$ cat config.mk
export PLATFORM = sky130hd
export DESIGN_NAME = manchester_tx_encoder
export DESIGN_NICKNAME = d
export VERILOG_FILES = /design/src/rtl/mtx_pkg.sv /design/src/rtl/mtx_phase.sv /design/src/rtl/mtx_hold_timer.sv /design/src/rtl/manchester_tx_encoder.sv
export SDC_FILE = /design/constraint.sdc
export NUM_CORES = 1
export LEC_CHECK = 0
export BUFFER_PORTS_ARGS = -buffer_cell sky130_fd_sc_hd__clkbuf_2
export CAP_MARGIN = 30
export CELL_PAD_IN_SITES_DETAIL_PLACEMENT = 0
export CELL_PAD_IN_SITES_GLOBAL_PLACEMENT = 1
export CORE_AREA = 2 2 39 41
export CTS_BUF_LIST = sky130_fd_sc_hd__clkbuf_8
export DETAILED_ROUTE_END_ITERATION = 8
export DIE_AREA = 0 0 41 43
export GPL_ROUTABILITY_DRIVEN = 0
export PLACE_DENSITY_LB_ADDON = 0.1
export SETUP_SLACK_MARGIN = 0.2
export SKIP_CTS_REPAIR_TIMING = 1
export SLEW_MARGIN = 10
export SYNTH_ARGS = -nofsm -noshare
export SYNTH_HDL_FRONTEND = slang
export SYNTH_SLANG_ARGS = --single-unit
$ cat constraint.sdc
create_clock -name clk -period 1.8 [get_ports clk]
set_input_delay 0.18 -clock clk [delete_from_list [all_inputs] [get_ports clk]]
set_output_delay 0.18 -clock clk [all_outputs]
set_load 0.02 [all_outputs]
$ cat src/rtl/mtx_pkg.sv
// Shared types for the Manchester transmit encoder.
package mtx_pkg;
    // Encoder sequencing: waiting, coding bits, holding the line high after close.
    typedef enum logic [1:0] {
        ST_IDLE = 2'd0,
        ST_DATA = 2'd1,
        ST_HOLD = 2'd2
    } enc_state_t;
endpackage

$ cat src/rtl/mtx_phase.sv
// Half-rate phase generator.
// Toggles every clock to form the bit-rate transmit clock. sample_now is
// high in the cycle whose closing edge is a rising edge of the phase
// (a bit boundary). Assumes synchronous active-low reset.
module mtx_phase (
    input  logic clk,
    input  logic rst_n,
    output logic ph,
    output logic sample_now
);
    // Phase register: flips each clock, parked low in reset.
    always_ff @(posedge clk) begin
        if (!rst_n) ph <= 1'b0;
        else        ph <= ~ph;
    end

    // Bit boundary: next edge raises the phase.
    assign sample_now = ~ph;

    assert_ph_fall_R2: assert property (@(posedge clk) disable iff (!rst_n)
        ph |=> !ph);
    assert_ph_rise_R2: assert property (@(posedge clk) disable iff (!rst_n)
        !ph |=> ph);
endmodule

$ cat src/rtl/mtx_hold_timer.sv
// Post-frame hold timer, counted in bit times.
// load starts a hold of HOLD_BITS bits; tick marks each bit boundary;
// done pulses on the boundary that ends the hold. Assumes HOLD_BITS >= 1.
module mtx_hold_timer #(
    parameter int HOLD_BITS = 2
) (
    input  logic clk,
    input  logic rst_n,
    input  logic load,
    input  logic tick,
    output logic done
);
    localparam int CW = $clog2(HOLD_BITS + 1);
    localparam logic [CW-1:0] LOAD_V = CW'(HOLD_BITS);

    logic [CW-1:0] cnt;

    // Remaining-bit counter: loaded at frame close, counts down on boundaries.
    always_ff @(posedge clk) begin
        if (!rst_n)                    cnt <= '0;
        else if (load)                 cnt <= LOAD_V;
        else if (tick && cnt != '0)    cnt <= cnt - 1'b1;
    end

    // Expiry on the boundary that consumes the last remaining bit.
    assign done = tick && (cnt == CW'(1));

    assert_cnt_range_R6: assert property (@(posedge clk) disable iff (!rst_n)
        cnt <= LOAD_V);
    assert_done_clears_R6: assert property (@(posedge clk) disable iff (!rst_n)
        (done && !load) |=> (cnt == '0));
endmodule

$ cat src/rtl/manchester_tx_encoder.sv
// Manchester transmit encoder with rising-edge frame close.
// Samples tx_d at each tx_clk rising edge while tx_en is high and drives
// two half-cells per bit (one = low,high; zero = high,low). On a boundary
// with tx_en low it forces the line high, holds it HOLD_BITS bit times,
// then parks it low. Assumes one clock at twice the bit rate and a
// synchronous active-low reset.
module manchester_tx_encoder
    import mtx_pkg::*;
#(
    parameter int HOLD_BITS = 2
) (
    input  logic clk,
    input  logic rst_n,
    input  logic tx_en,
    input  logic tx_d,
    output logic tx_clk,
    output logic line_out,
    output logic busy,
    output logic idle
);
    enc_state_t state;
    logic ph, sample_now;
    logic line_q, last_q;
    logic hold_load, hold_tick, hold_done;

    mtx_phase u_phase (
        .clk        (clk),
        .rst_n      (rst_n),
        .ph         (ph),
        .sample_now (sample_now)
    );

    // Hold control: start on frame close, step on each bit boundary.
    always_comb begin
        hold_load = sample_now && (state == ST_DATA) && !tx_en;
        hold_tick = sample_now && (state == ST_HOLD);
    end

    mtx_hold_timer #(.HOLD_BITS(HOLD_BITS)) u_hold (
        .clk   (clk),
        .rst_n (rst_n),
        .load  (hold_load),
        .tick  (hold_tick),
        .done  (hold_done)
    );

    // Sequencer and line register: one half-cell per clock.
    always_ff @(posedge clk) begin
        if (!rst_n) begin
            state  <= ST_IDLE;
            line_q <= 1'b0;
            last_q <= 1'b0;
        end else begin
            case (state)
                ST_IDLE: begin
                    if (sample_now && tx_en) begin
                        state  <= ST_DATA;
                        line_q <= ~tx_d;
                        last_q <= tx_d;
                    end else begin
                        line_q <= 1'b0;
                    end
                end
                ST_DATA: begin
                    if (!sample_now) begin
                        line_q <= last_q;
                    end else if (tx_en) begin
                        line_q <= ~tx_d;
                        last_q <= tx_d;
                    end else begin
                        line_q <= 1'b1;
                        state  <= ST_HOLD;
                    end
                end
                ST_HOLD: begin
                    if (hold_done) begin
                        state  <= ST_IDLE;
                        line_q <= 1'b0;
                    end else begin
                        line_q <= 1'b1;
                    end
                end
                default: begin
                    state  <= ST_IDLE;
                    line_q <= 1'b0;
                end
            endcase
        end
    end

    // Output mapping.
    assign tx_clk   = ph;
    assign line_out = line_q;
    assign busy     = (state != ST_IDLE);
    assign idle     = (state == ST_IDLE);

    assert_start_R3: assert property (@(posedge clk) disable iff (!rst_n)
        (state == ST_IDLE && sample_now && tx_en) |=> (busy && line_out == !$past(tx_d)));
    assert_no_start_off_edge_R3: assert property (@(posedge clk) disable iff (!rst_n)
        (state == ST_IDLE && !sample_now) |=> idle);
    assert_mid_transition_R4: assert property (@(posedge clk) disable iff (!rst_n)
        (state == ST_DATA && !sample_now) |=> (line_out != $past(line_out)));
    assert_close_high_R5: assert property (@(posedge clk) disable iff (!rst_n)
        (state == ST_DATA && sample_now && !tx_en) |=> (line_out && busy));
    assert_hold_high_R6: assert property (@(posedge clk) disable iff (!rst_n)
        (state == ST_HOLD) |-> line_out);
    assert_hold_ignores_en_R7: assert property (@(posedge clk) disable iff (!rst_n)
        (state == ST_HOLD) |=> (state != ST_DATA));
    assert_busy_idle_R8: assert property (@(posedge clk) disable iff (!rst_n)
        busy ^ idle);
endmodule

==> results of run 1 <==
## worst paths after layout
check | startpoint | to | slack (ps) | cells after the start
worst min-delay path | tx_d | last_q | 250 | 3
worst max-delay path | state[1] | idle | 490 | 3
worst min register to register | last_q | last_q | 530 | 2
worst max register to register | u_hold.cnt[0] | u_hold.cnt[1] | 490 | 5
## critical path: cells and delay by family (launching register included)
family	cells	cell delay, ps
DFF	1	370
and+or+nand+nor	1	330
buffers and inverters	2	200
## cell type report
| type | count | area [um^2] | share of cell area (%) |
|---|---|---|---|
| inverters | 3 | 11.3 | 2.41 |
| clock inverters | 1 | 3.75 | 0.802 |
| clock buffers | 3 | 41.3 | 8.82 |
| well taps | 16 | 20.0 | 4.28 |
| multi-input cells | 24 | 216 | 46.3 |
| repair buffers | 7 | 35.0 | 7.49 |
| flip-flops and latches | 7 | 140 | 29.9 |
## metal layers
layer	vias to the layer above	part of all wire [%]	global-route usage, %
met2	9	45	13.1
met3	2	6.6	4.71
met4	0	2.5	10.0
met1	121	46	11.3
li1	139	-	-
met5	-	0	0
## cell families after synthesis
| family | Yosys count | share of synthesized area [%] |
|---|---|---|
| mux | 3 | 7.92 |
| flops | 7 | 37.0 |
| compound gates | 5 | 10.2 |
| fa+ha+maj | 2 | 6.60 |
| buf+inv | 4 | 5.94 |
| simple gates | 13 | 30.0 |
| xor+xnor | 1 | 2.31 |
## through the flow
step | utilization [%] | cells
2_1_floorplan | - | 35
3_3_place_gp | 30.6 | 57
3_5_place_dp | 30.6 | 57
4_1_cts | 33.8 | 61
5_1_grt | 33.8 | 61
6_report | 33.8 | 61
## cell usage after synthesis, drive strengths merged
cell type and instances:
o311a 1, mux2i 3, nor3b 6, or2 2, nor4b 1, buf 1, nand2 1, dfxtp 7
nor2b 3, inv 3, o21ai 1, a21boi 1, o21a 2, ha 2, xnor2 1
## placed cells by master (no fill, tap or decap), types with 2 or more instances in the layout
cell | netlist | layout
clkbuf_8 | 0 | 3
dfxtp_1 | 7 | 7
nor3b_1 | 4 | 4
nor2b_1 | 3 | 3
o21a_1 | 2 | 2
inv_1 | 3 | 4
nor3b_2 | 2 | 2
mux2i_1 | 3 | 3
ha_1 | 2 | 2
clkbuf_2 | 0 | 7
## power by group
| group | total (mW) | leakage, nW | internal (mW) | switching (mW) |
|---|---|---|---|---|
| combinational | 0.0488 | 0.102 | 0.0235 | 0.0253 |
| clock | 0.218 | 0.0269 | 0.148 | 0.0702 |
| sequential | 0.176 | 0.0574 | 0.164 | 0.0114 |
| total | 0.442 | 0.186 | 0.335 | 0.107 |
## sequential cells by signal, summed over array words and instances, names as in the netlist
signal and count:
state 2, u_hold.cnt 2, last_q 1, line_out 1, u_phase.ph 1
==> results.yml, run 1 <==
status:
  status: "finished, final reports clean"
critical_path:
  critPathSlowestCell: "dfxtp_1"
  cp_cell_sequence: "or2_2 -> inv_1 -> clkbuf_2"
  required_ps: 1620
  critical_path_class: "flop to primary output"
  worstPathArrival_ps: 1130
  cp_max_fo: 8
  critPathCaptureType: "primary output"
  cp-start-kind: "flop"
  worst_path_largest_cell_delay_ps: 370
worst_hold_path:
  hp-class: "input port to flop"
synth:
  synth_fp_nets: 41
  netlist_area_um2: 379
  yosysTopAreaCell: "dfxtp_1"
  synth.avg_cell_area_um2: 10.8
  yosysSeqAreaShare_pct: 37.0
  synth_warnings: 0
  ys_ff_latch: 7
  yosysUniqueCellTypes: 17
  netlist_top_cells_area: "dfxtp_1, mux2i_1, nor3b_1"
  syn_inst: 35
  synth_top_area_share_pct: 37.0
global_routing:
  grt_overflow_total: 0
  antenna_found_initial: 0
  grt_pass1_vias: 258
  grt_start_max_net_pins: 10
  grt_pass1_wl_um: 1070
  grt_util_all_layers_pct: 10.2
drt:
  first_iter_violations: 2
  vias: 271
  wirelength_um: 669
  vias_per_cell: 4.44
  first_pass_iters: 2
  drc_errors: 0
  wire_per_inst_um: 11.0
  antenna_left: 0
timing:
  setup_viol: 0
  clock_skew_ps: 2.07
  worst_slack_ps: 486
  relSlewSlack_pct: 76.3
  worst_pin_slew_ps: 355
  maxSlewViolCount: 0
  hold_viol: 0
  max_freq_mhz: 761
  rsz0062_at_grt: "no"
  holdWs_ps: 246
  tns_ps: 0
  finalCritPeriodShare_pct: 73.0
  post-route-min-period_ps: 1310
final_layout:
  layout-drive-gt1-share_pct: 33.3
  design_area_um2: 468
  fillers: 145
  diodes: 0
  area_growth_pct: 23.4
  fin_nets: 52
power:
  pwr_density_cell_nw_per_um2: 945
  power_uw: 442
  leakagePower_nw: 0.186
  vdd_drop_max_uv: 375
floorplan:
  die_h_um: 43
  initial_core_util_pct: 27.4
  die_area_um2: 1760
  fp.coreArea_um2: 1380
  num_rows: 14
  ios: 8
  die_w_um: 41
clock_tree:
  clk_pin_slew_ps: 40
  cts_buffer_depth: 2
  insertion_delay_ps: 230
  clock-root-buffer: "clkbuf_8"
  clock_sinks: 7
  htreeDepth: 1
  cts_tree: "yes"
  cts_buffers: 3
place:
  port_buffers: 7
  place_area_um2: 423
  dp_slack_ps: 486
  hpwl_um: 482
flow_run:
  max-cap-violations: 0
No activity file was read; power rests on OpenSTA's default activity.
==> run 2, diff against run 1 <==
ABC_AREA = 1   (was default)
clock period = 1.3 ns   (was 1.8 ns; I/O delays follow)
==> run 2 against run 1 <==
  * Utilization up 2.6 points
  * Die area unchanged
  * Global-route usage rose by 1.5 points
  * Synthesized cell count increased by 54%
  * First-iteration DRC count rose to 5.0 times the previous value
  * Final cell count rose by 33%
  * Setup slack lost 260 ps
  * Non-clock buffer count unchanged
  * Routed wire length is 15% higher
  * Sequential share of layout area down 1.2 points
  * Critical path type unchanged
  * Highest routed layer is now met3
==> results.yml, run 2 <==
synth:
  synth_warnings: 0
  ys_ff_latch: 7
  yosysSeqAreaShare_pct: 37.7
  synth_top_area_share_pct: 37.7
  synthArstFlopShare_pct: 0
  netlist_top_cells_area: "dfxtp_1, nand2_1, inv_1"
  yosysMostFrequentCell: "nand2_1"
  yosysTopAreaCell: "dfxtp_1"
  ys_top_cells_by_count: "nand2_1, inv_1, dfxtp_1"
  synth.avg_cell_area_um2: 6.88
  synthFlopType: "dfxtp_1"
  netlist_area_um2: 372
  syn_inst: 54
  synth_fp_nets: 60
  synth-edff-count: 0
  yosysUniqueCellTypes: 13
critical_path:
  cp_cell_sequence: "nor2_2 -> inv_1 -> clkbuf_2"
  cp_max_fo: 4
  worst_path_largest_cell_delay_ps: 340
  critPathCaptureType: "primary output"
  cp-start-kind: "flop"
  r2r-end: "u_hold.cnt[0]"
  regToRegSetupSlack_ps: 260
  critical_path_class: "flop to primary output"
  reg2regPathDepth: 6
  required_ps: 1170
  critPathSlowestCell: "dfxtp_1"
  r2r-start: "u_hold.cnt[0]"
  worstPathArrival_ps: 940
global_routing:
  grt_util_all_layers_pct: 11.6
  grt_pass1_vias: 350
  grt_start_max_net_pins: 8
  antenna_found_initial: 0
  grt_overflow_total: 0
  grt_pass1_wl_um: 1350
timing:
  tns_ps: 0
  hold_viol: 0
  maxSlewViolCount: 0
  rsz0062_at_grt: "yes"
  worst_slack_ps: 228
  worst_pin_slew_ps: 183
  clock_skew_ps: 2.95
  holdWs_ps: 132
  post-route-min-period_ps: 1070
  max_freq_mhz: 933
  relSlewSlack_pct: 87.8
  setup_viol: 0
  finalCritPeriodShare_pct: 82.5
worst_hold_path:
  hold_path_depth: 3
  hp-start: "rst_n"
  hold_end: "line_out"
  hp-class: "input port to flop"
floorplan:
  initial_core_util_pct: 26.9
  fp.coreArea_um2: 1380
  ios: 8
  die_h_um: 43
  die_area_um2: 1760
  num_rows: 14
  die_w_um: 41
clock_tree:
  htreeDepth: 1
  cts_tree: "yes"
  clock_sinks: 7
  insertion_delay_ps: 220
  cts_buffer_depth: 2
  clk_pin_slew_ps: 40
  cts_buffers: 3
  clock-root-buffer: "clkbuf_8"
drt:
  drc_errors: 0
  antenna_left: 0
  vias_per_cell: 4.26
  first_pass_iters: 4
  wirelength_um: 769
  wire_per_inst_um: 9.49
  vias: 345
  first_iter_violations: 10
place:
  place_area_um2: 427
  dp_slack_ps: 196
  hpwl_um: 616
  port_buffers: 7
power:
  power_uw: 631
  vdd_drop_max_uv: 660
  leakagePower_nw: 0.240
  pwr_density_cell_nw_per_um2: 1250
final_layout:
  area_growth_pct: 35.7
  fin_nets: 72
  layout-drive-gt1-share_pct: 44.6
  diodes: 0
  biggestRegsByFlops: "state (2), u_hold.cnt (2)"
  design_area_um2: 504
  final_common_cell: "nand2_1"
  layout_common_cells: "nand2_1, inv_2, inv_1, clkbuf_2"
status:
  status: "finished, final reports clean"
flow_run:
  max-cap-violations: 0
==> run 2: changes by cell type after synthesis, moves of 2 or more <==
cell	before	now
nor3b_1	4	0
nor2_2	0	3
nor2b_1	3	0
nor2_1	0	5
o21a_1	2	0
inv_1	3	8
nor3b_2	2	0
mux2i_1	3	0
a21oi_1	0	4
nand3_1	0	4
inv_2	0	3
nand2_1	1	14
==> run 2: per-layer routing <==
| layer | wire [um] | track usage, % | part of all wire, % |
|---|---|---|---|
| met5 | 0 | 0 | 0 |
| met4 | 0 | 8.00 | 0 |
| met3 | 18 | 3.14 | 2.3 |
| met2 | 408 | 17.2 | 53 |
| met1 | 341 | 13.7 | 44 |
==> run 2: how the worst max path moves through the flow <==
stage,startpoint,end,slack [ps],depth (start not counted)
after floorplan,state[0],line_out,230,5
after global placement,u_hold.cnt[0],u_hold.cnt[0],200,6
after detailed placement,u_hold.cnt[0],u_hold.cnt[0],200,6
after CTS,state[0],idle,150,2
after global routing,state[1],busy,180,3
final,state[1],busy,230,3
==> run 2: power by group <==
part | switching, mW | internal (mW) | total [mW]
Sequential | 0.0138 | 0.230 | 0.244
Clock | 0.0881 | 0.204 | 0.292
Combinational | 0.0616 | 0.0344 | 0.0959
==> run 2: cells by family after synthesis <==
| logic type | count (synthesis) | synth area share, % |
|---|---|---|
| flip-flops | 7 | 37.7 |
| adder cells (fa/ha/maj) | 2 | 6.73 |
| AND/OR/NAND/NOR | 28 | 35.4 |
| AO/OA/AOI/OAI | 5 | 6.73 |
| XOR/XNOR | 1 | 2.36 |
| buffers and inverters | 11 | 11.1 |
==> run 2: layout make-up <==
type | count | area [um^2]
fillers | 157 | 880
multi-input cells | 36 | 218
flip-flops and latches | 7 | 145
clock buffers | 3 | 41.3
inverters | 11 | 41.3
repair buffers | 7 | 35.0
well taps | 16 | 20.0
clock inverters | 1 | 3.75
==> run 2: through the flow <==
| stage | utilization [%] | instances |
|---|---|---|
| after floorplan | - | 54 |
| after global placement | 30.8 | 77 |
| after detailed placement | 30.8 | 77 |
| after CTS | 34.1 | 81 |
| after global routing | 36.4 | 81 |
| final | 36.4 | 81 |
==> run 2: critical path: cells and delay by family (launching register included) <==
family | cells | cell delay [ps]
simple gates | 1 | 180
buf+inv | 2 | 200
flops | 1 | 340
